--- src/rtl/ovl_pkg.sv ---
package ovl_pkg;

    localparam int COORD_W  = 11;
    localparam int ALPHA_W  = 4;
    localparam int PIX_W    = 32;
    localparam int EMB_LSB  = 24;
    localparam int TRIPLE_W = 3 * ALPHA_W;
    localparam int CFG_W    = (2 * COORD_W > 2 * TRIPLE_W) ? 2 * COORD_W : 2 * TRIPLE_W;

    typedef enum logic [1:0] {
        FMT_8  = 2'd0,
        FMT_16 = 2'd1,
        FMT_24 = 2'd2,
        FMT_28 = 2'd3
    } fmt_e;

    typedef enum logic [1:0] {
        REG_CTRL  = 2'd0,
        REG_TOPL  = 2'd1,
        REG_BOTR  = 2'd2,
        REG_ALPHA = 2'd3
    } reg_sel_e;

    typedef struct packed {
        fmt_e fmt;
        logic key_blend;
        logic pix_mode;
        logic alpha_sel;
        logic enable;
    } ctrl_t;

    localparam int CTRL_W = $bits(ctrl_t);

    typedef struct packed {
        logic [ALPHA_W-1:0] r;
        logic [ALPHA_W-1:0] g;
        logic [ALPHA_W-1:0] b;
    } triple_t;

    typedef struct packed {
        logic [COORD_W-1:0] x;
        logic [COORD_W-1:0] y;
    } corner_t;

    // Low X bits that must be zero for a word-aligned window edge.
    function automatic logic [1:0] x_low_mask(fmt_e f);
        case (f)
            FMT_8:   return 2'b11;
            FMT_16:  return 2'b01;
            default: return 2'b00;
        endcase
    endfunction

endpackage

--- src/rtl/ovl_cfg_regs.sv ---
module ovl_cfg_regs
    import ovl_pkg::*;
(
    input  logic             clk,
    input  logic             rst,
    input  logic             we,
    input  logic [1:0]       addr,
    input  logic [CFG_W-1:0] wdata,
    output ctrl_t            ctrl,
    output corner_t          top_left,
    output corner_t          bot_right,
    output triple_t          alpha0,
    output triple_t          alpha1
);

    localparam int POS_W = 2 * COORD_W;

    always_ff @(posedge clk) begin
        if (rst) begin
            ctrl      <= '0;
            top_left  <= '0;
            bot_right <= '0;
            alpha0    <= '0;
            alpha1    <= '0;
        end else if (we) begin
            case (reg_sel_e'(addr))
                REG_CTRL:  ctrl      <= ctrl_t'(wdata[CTRL_W-1:0]);
                REG_TOPL:  top_left  <= corner_t'(wdata[POS_W-1:0]);
                REG_BOTR:  bot_right <= corner_t'(wdata[POS_W-1:0]);
                REG_ALPHA: begin
                    alpha0 <= triple_t'(wdata[TRIPLE_W-1:0]);
                    alpha1 <= triple_t'(wdata[2*TRIPLE_W-1:TRIPLE_W]);
                end
                default: ;
            endcase
        end
    end

    logic unused_hi;
    assign unused_hi = ^wdata;

    // the window comes out of reset switched off
    assert_off_after_reset_R1: assert property (@(posedge clk) disable iff (rst)
        $past(rst) |-> (ctrl.enable == 1'b0 && top_left == '0 && bot_right == '0));

    // a control write is visible on the following cycle
    assert_ctrl_load_R2: assert property (@(posedge clk) disable iff (rst)
        (we && addr == 2'd0) |=> (ctrl == ctrl_t'($past(wdata[CTRL_W-1:0]))));

endmodule

--- src/rtl/ovl_win_hit.sv ---
module ovl_win_hit
    import ovl_pkg::*;
(
    input  ctrl_t              ctrl,
    input  corner_t            top_left,
    input  corner_t            bot_right,
    input  logic [COORD_W-1:0] x,
    input  logic [COORD_W-1:0] y,
    output logic               hit,
    output logic               misalign
);

    logic [1:0]         low_mask;
    logic [COORD_W-1:0] mask_vec;
    logic [COORD_W-1:0] left_eff;
    logic               in_x;
    logic               in_y;

    always_comb begin
        low_mask = x_low_mask(ctrl.fmt);
        mask_vec = COORD_W'(low_mask);
        left_eff = top_left.x & ~mask_vec;
        misalign = |(top_left.x & mask_vec);
        in_x     = (x >= left_eff) && (x <= bot_right.x);
        in_y     = (y >= top_left.y) && (y <= bot_right.y);
        hit      = ctrl.enable && in_x && in_y;
    end

    // formats without a packing restriction never raise the flag
    always_comb begin
        if (ctrl.fmt == FMT_24 || ctrl.fmt == FMT_28)
            assert_wide_fmt_aligned_R10: assert (!misalign);
    end

endmodule

--- src/rtl/ovl_alpha_pick.sv ---
module ovl_alpha_pick
    import ovl_pkg::*;
(
    input  ctrl_t            ctrl,
    input  triple_t          alpha0,
    input  triple_t          alpha1,
    input  logic [PIX_W-1:0] word,
    input  logic             aen,
    input  logic             key_area,
    output triple_t          alpha
);

    logic [ALPHA_W-1:0] emb;
    logic               use_second;

    assign emb = word[EMB_LSB +: ALPHA_W];

    always_comb begin
        use_second = 1'b0;
        alpha      = alpha0;
        if (!ctrl.pix_mode) begin
            use_second = ctrl.alpha_sel;
            alpha      = use_second ? alpha1 : alpha0;
        end else if (!ctrl.alpha_sel) begin
            use_second = ctrl.key_blend ? key_area : aen;
            alpha      = use_second ? alpha1 : alpha0;
        end else if (ctrl.fmt == FMT_28) begin
            alpha = '{r: emb, g: emb, b: emb};
        end else begin
            alpha = alpha0;
        end
    end

    logic unused_word;
    assign unused_word = ^{word[PIX_W-1:EMB_LSB+ALPHA_W], word[EMB_LSB-1:0]};

endmodule

--- src/rtl/ovl_alpha_sel.sv ---
module ovl_alpha_sel
    import ovl_pkg::*;
(
    input  logic                  clk,
    input  logic                  rst,
    input  logic                  cfg_we,
    input  logic [1:0]            cfg_addr,
    input  logic [CFG_W-1:0]      cfg_wdata,
    input  logic                  px_valid,
    input  logic [COORD_W-1:0]    px_x,
    input  logic [COORD_W-1:0]    px_y,
    input  logic [PIX_W-1:0]      px_word,
    input  logic                  px_aen,
    input  logic                  px_key_area,
    output logic                  out_valid,
    output logic                  out_hit,
    output logic [TRIPLE_W-1:0]   out_alpha,
    output logic                  cfg_misalign
);

    ctrl_t   ctrl;
    corner_t top_left;
    corner_t bot_right;
    triple_t alpha0;
    triple_t alpha1;
    triple_t alpha_c;
    logic    hit_c;

    ovl_cfg_regs u_regs (
        .clk       (clk),
        .rst       (rst),
        .we        (cfg_we),
        .addr      (cfg_addr),
        .wdata     (cfg_wdata),
        .ctrl      (ctrl),
        .top_left  (top_left),
        .bot_right (bot_right),
        .alpha0    (alpha0),
        .alpha1    (alpha1)
    );

    ovl_win_hit u_hit (
        .ctrl      (ctrl),
        .top_left  (top_left),
        .bot_right (bot_right),
        .x         (px_x),
        .y         (px_y),
        .hit       (hit_c),
        .misalign  (cfg_misalign)
    );

    ovl_alpha_pick u_pick (
        .ctrl      (ctrl),
        .alpha0    (alpha0),
        .alpha1    (alpha1),
        .word      (px_word),
        .aen       (px_aen),
        .key_area  (px_key_area),
        .alpha     (alpha_c)
    );

    always_ff @(posedge clk) begin
        if (rst) begin
            out_valid <= 1'b0;
            out_hit   <= 1'b0;
            out_alpha <= '0;
        end else begin
            out_valid <= px_valid;
            out_hit   <= px_valid && hit_c;
            out_alpha <= (px_valid && hit_c) ? TRIPLE_W'(alpha_c) : '0;
        end
    end

    // output strobe trails the input strobe by one cycle
    assert_valid_follow_R11: assert property (@(posedge clk) disable iff (rst)
        px_valid |=> out_valid);

    assert_idle_follow_R11: assert property (@(posedge clk) disable iff (rst)
        !px_valid |=> (!out_valid && !out_hit));

    // a miss carries no alpha
    assert_miss_zero_R11: assert property (@(posedge clk) disable iff (rst)
        !out_hit |-> (out_alpha == '0));

    // a disabled window never reports a hit
    assert_off_no_hit_R4: assert property (@(posedge clk) disable iff (rst)
        (px_valid && !ctrl.enable) |=> !out_hit);

    // per-plane mode with select 0 passes the first triple through
    assert_plane_first_R5: assert property (@(posedge clk) disable iff (rst)
        (px_valid && hit_c && !ctrl.pix_mode && !ctrl.alpha_sel && !cfg_we)
        |=> (out_alpha == $past(alpha0)));

    // embedded alpha is replicated on all channels
    assert_embedded_R8: assert property (@(posedge clk) disable iff (rst)
        (px_valid && hit_c && ctrl.pix_mode && ctrl.alpha_sel && ctrl.fmt == FMT_28)
        |=> (out_alpha == {3{$past(px_word[EMB_LSB +: ALPHA_W])}}));

endmodule

--- config.mk ---
export PLATFORM = sky130hd
export DESIGN_NAME = ovl_alpha_sel
export DESIGN_NICKNAME = d
export VERILOG_FILES = /design/src/rtl/ovl_pkg.sv /design/src/rtl/ovl_cfg_regs.sv /design/src/rtl/ovl_win_hit.sv /design/src/rtl/ovl_alpha_pick.sv /design/src/rtl/ovl_alpha_sel.sv
export SDC_FILE = /design/constraint.sdc
export NUM_CORES = 1
export LEC_CHECK = 0
export BUFFER_PORTS_ARGS = -buffer_cell sky130_fd_sc_hd__buf_2
export CAP_MARGIN = 20
export CORE_MARGIN = 1.5
export CORE_UTILIZATION = 30
export DETAILED_ROUTE_END_ITERATION = 16
export SYNTH_ARGS = -nofsm -noshare
export SYNTH_HDL_FRONTEND = slang
export SYNTH_SLANG_ARGS = --single-unit
--- constraint.sdc ---
create_clock -name clk -period 6.2 [get_ports clk]
set_input_delay 1.24 -clock clk [delete_from_list [all_inputs] [get_ports clk]]
set_output_delay 1.24 -clock clk [all_outputs]
set_load 0.005 [all_outputs]
==> reports/qor.yml <==
timing:
  setup_tns_ns: 0
  fmaxAchievable_mhz: 330.4
  fin_ws_ns: 3.174
  slew_headroom_pct: 30.74
  fin_crit_ns: 3.026
  rsz0062_at_grt: "no"
  setup_viol: 0
  timing.hold.ws_ns: 0.4557
  skew_ns: 0.008354
  drv_slew: 0
  final-hold-violation-count: 0
  finalCritPeriodShare_pct: 48.81
  worst_slew_pin_slew_ns: 1.036
routing:
  drt-wirelength-per-cell_microns: 15.14
  drc: 0
  drtIter0Drc: 172
  drt-total-wl_mm: 12.31
  ant_nets: 0
  routed_via_density: 4.937
  first_pass_iters: 4
  vias: 4014
global_route:
  first_global_vias: 3803
  antenna_found_initial: 0
  grt_usage_pct: 16.02
  overflow: 0
  grt_max_degree: 76
  grt_pass1_wl_mm: 19.71
placed_design:
  dp_slack_ns: 2.811
  gp_congestion: 0.7842
  place_inst: 797
  portBuffers: 72
  detailed_place_hpwl_mm: 9.024
synthesis:
  seq_area_frac_synth_pct: 38.62
  synth_mux_area_share_pct: 2.606
  synth_edf_count: 0
  synth_commonest_cells: "152 x nand2_1, 88 x dfxtp_1, 85 x a21oi_1"
  synth_cell_types: 52
  synth_area_sq_mm: 0.004562
  yosys.cell_count.top_type: "nand2_1"
  synth_top_family_by_area: "simple AND/OR/NAND/NOR gates"
  ys_ff_latch: 88
  synth-xor-area-share_pct: 0
  synth_fp_nets: 697
  ys_warn_count: 0
  avgSynthCellArea_sq_um: 8.046
  synthSimpleGateAreaFrac_pct: 23.26
  synth-compound-area-share_pct: 16.76
  synthCells: 567
  synthAdderAreaFrac_pct: 12.07
  async_flop_share_pct: 0
  synth_area_leaders: "dfxtp_1 39%, nand2_1 13%, ha_1 12%"
  synth_largest_area_cell: "dfxtp_1"
  synth_flop_cell: "dfxtp_1"
  yosysTopAreaCellShare_pct: 38.62
layout:
  final_nets: 754
  instances_no_fill: 813
  multi_input_area_sq_mm: 0.002495
  fillers: 1562
  register_area_sq_mm: 0.001762
  area_growth_pct: 16.46
  drive_gt1_share_pct: 17.81
  n_antenna_cell: 0
die:
  io_pins: 101
  die_area_sq_mm: 0.01596
  core_area_sq_mm: 0.01470
  initial_core_util_pct: 31.04
  die_h_microns: 126.3
  die_w_microns: 126.3
  floorplan.rows: 44
critical_path:
  reg2reg_from: "u_regs.ctrl[5]$_SDFFE_PP0P_"
  endpoint_kind: "flop"
  critical_path_class: "input pin to flop"
  critical_path.cell_chain: "buf_2, buf_4, nor2b_2, nand2_1, and4bb_1, a21oi_2, a2111oi_0"
  path_max_fanout: 75
  r2r_end: "out_alpha[7]$_SDFF_PP0_"
  slowest_delay_ns: 0.63
  worst_path_max_delay_cell: "buf_4"
  critPathArrivalTime_ns: 3.20
  critPathRequiredTime_ns: 6.38
  reg2reg_slack_ns: 3.52
  worstSetupStartpointType: "input pin"
  r2r_cells: 7
clock_tree:
  htreeDepth: 3
  cts.sinks: 88
  root_buffer: "clkbuf_16"
  numCtsBuffers: 9
  postCtsSetupRepairBufs: 0
  clkTransAtPathRegs_ns: 0.06
  clk_latency_ns: 0.35
  cts_hold_buf: 0
  cts_resized: 0
  clockBufferDepth: 2
  cts_tree: "yes"
outcome:
  status: "complete, no violations"
min_path:
  hold_path_class: "flop to flop"
  holdPathStages: 2
  hold_end: "u_regs.top_left[14]$_SDFFE_PP0P_"
  hold_start: "u_regs.top_left[14]$_SDFFE_PP0P_"
run:
  maxCapViolCount: 0
power_and_ir_drop:
  power.density_mw_per_mm2: 239.7
  worst_ir_drop_vdd_mv: 0.1298
  p_total_mw: 1.273
  p_leak_nw: 2.002
[placed cells by master (no fill, tap or decap), drive strengths merged, types with 5 or more instances in the layout]
master  Yosys  routed
a21oi      87      87
and3        5       5
buf         9      75
clkbuf     20      10
dfxtp      88      88
ha         44      44
inv        43      45
mux2i       7       7
nand2     152     152
nand2b      6       6
nand3       8       8
nand4       7       7
nor2       14      14
nor4        8       8
o21ai      15      15
o221ai      5       5
[area by class of cell]
type	instances	area share, %
Inverter	43	3.038
Tap cell	184	4.333
Timing Repair Buffer	75	7.207
Multi-Input combinational cell	407	46.96
Sequential cell	88	33.16
Clock buffer	10	4.498
Clock inverter	6	0.8008
[critical path, delay by kind of cell]
family,cells,cell delay (ns)
buf+inv,2,0.70
simple gates,3,0.47
compound gates,2,0.78
[through the flow]
stage,cell area (sq um),util (%)
2_1_floorplan,4562,-
3_3_place_gp,5031,34.23
3_5_place_dp,5031,34.23
4_1_cts,5313,36.14
5_1_grt,5313,36.14
6_report,5313,36.14
[where the power goes]
part / total (mW) / switching [mW] / leakage (nW) / internal [mW]
Clock: 0.525 / 0.241 / 0.135 / 0.284
Sequential: 0.593 / 0.0115 / 0.714 / 0.581
Combinational: 0.155 / 0.0940 / 1.15 / 0.0611
[cell families (layout without fill, tap and decap cells)]
logic type	after synthesis	in the layout
compound gates	130	130
fa+ha+maj	44	44
mux	11	11
buf+inv	72	134
simple gates	222	222
flops	88	88
[registers in the layout (all words and copies together), names as in the netlist]
name,count
u_regs.bot_right,22
out_alpha,12
out_valid,1
out_hit,1
u_regs.top_left,22
u_regs.ctrl,6
u_regs.alpha0,12
u_regs.alpha1,12
[worst max path at each step]
stage	start	to	slack (ns)	depth (start not counted)
3_3_place_gp	rst	out_alpha[3]$_SDFF_PP0_	2.84	7
2_1_floorplan	px_x[0]	out_alpha[10]$_SDFF_PP0_	3.46	8
3_5_place_dp	rst	out_alpha[7]$_SDFF_PP0_	2.81	7
4_1_cts	rst	out_alpha[7]$_SDFF_PP0_	3.17	7
5_1_grt	rst	out_alpha[7]$_SDFF_PP0_	2.99	7
6_report	rst	out_alpha[7]$_SDFF_PP0_	3.17	7
[per-layer routing]
| layer | GRT usage [%] | share of wire (%) |
|---|---|---|
| met1 | 21.54 | 48 |
| met2 | 26.05 | 47 |
| met3 | 4.091 | 4.2 |
| met4 | 3.448 | 0.89 |
| met5 | 0 | 0 |
Power figures use the tool's default switching activity.
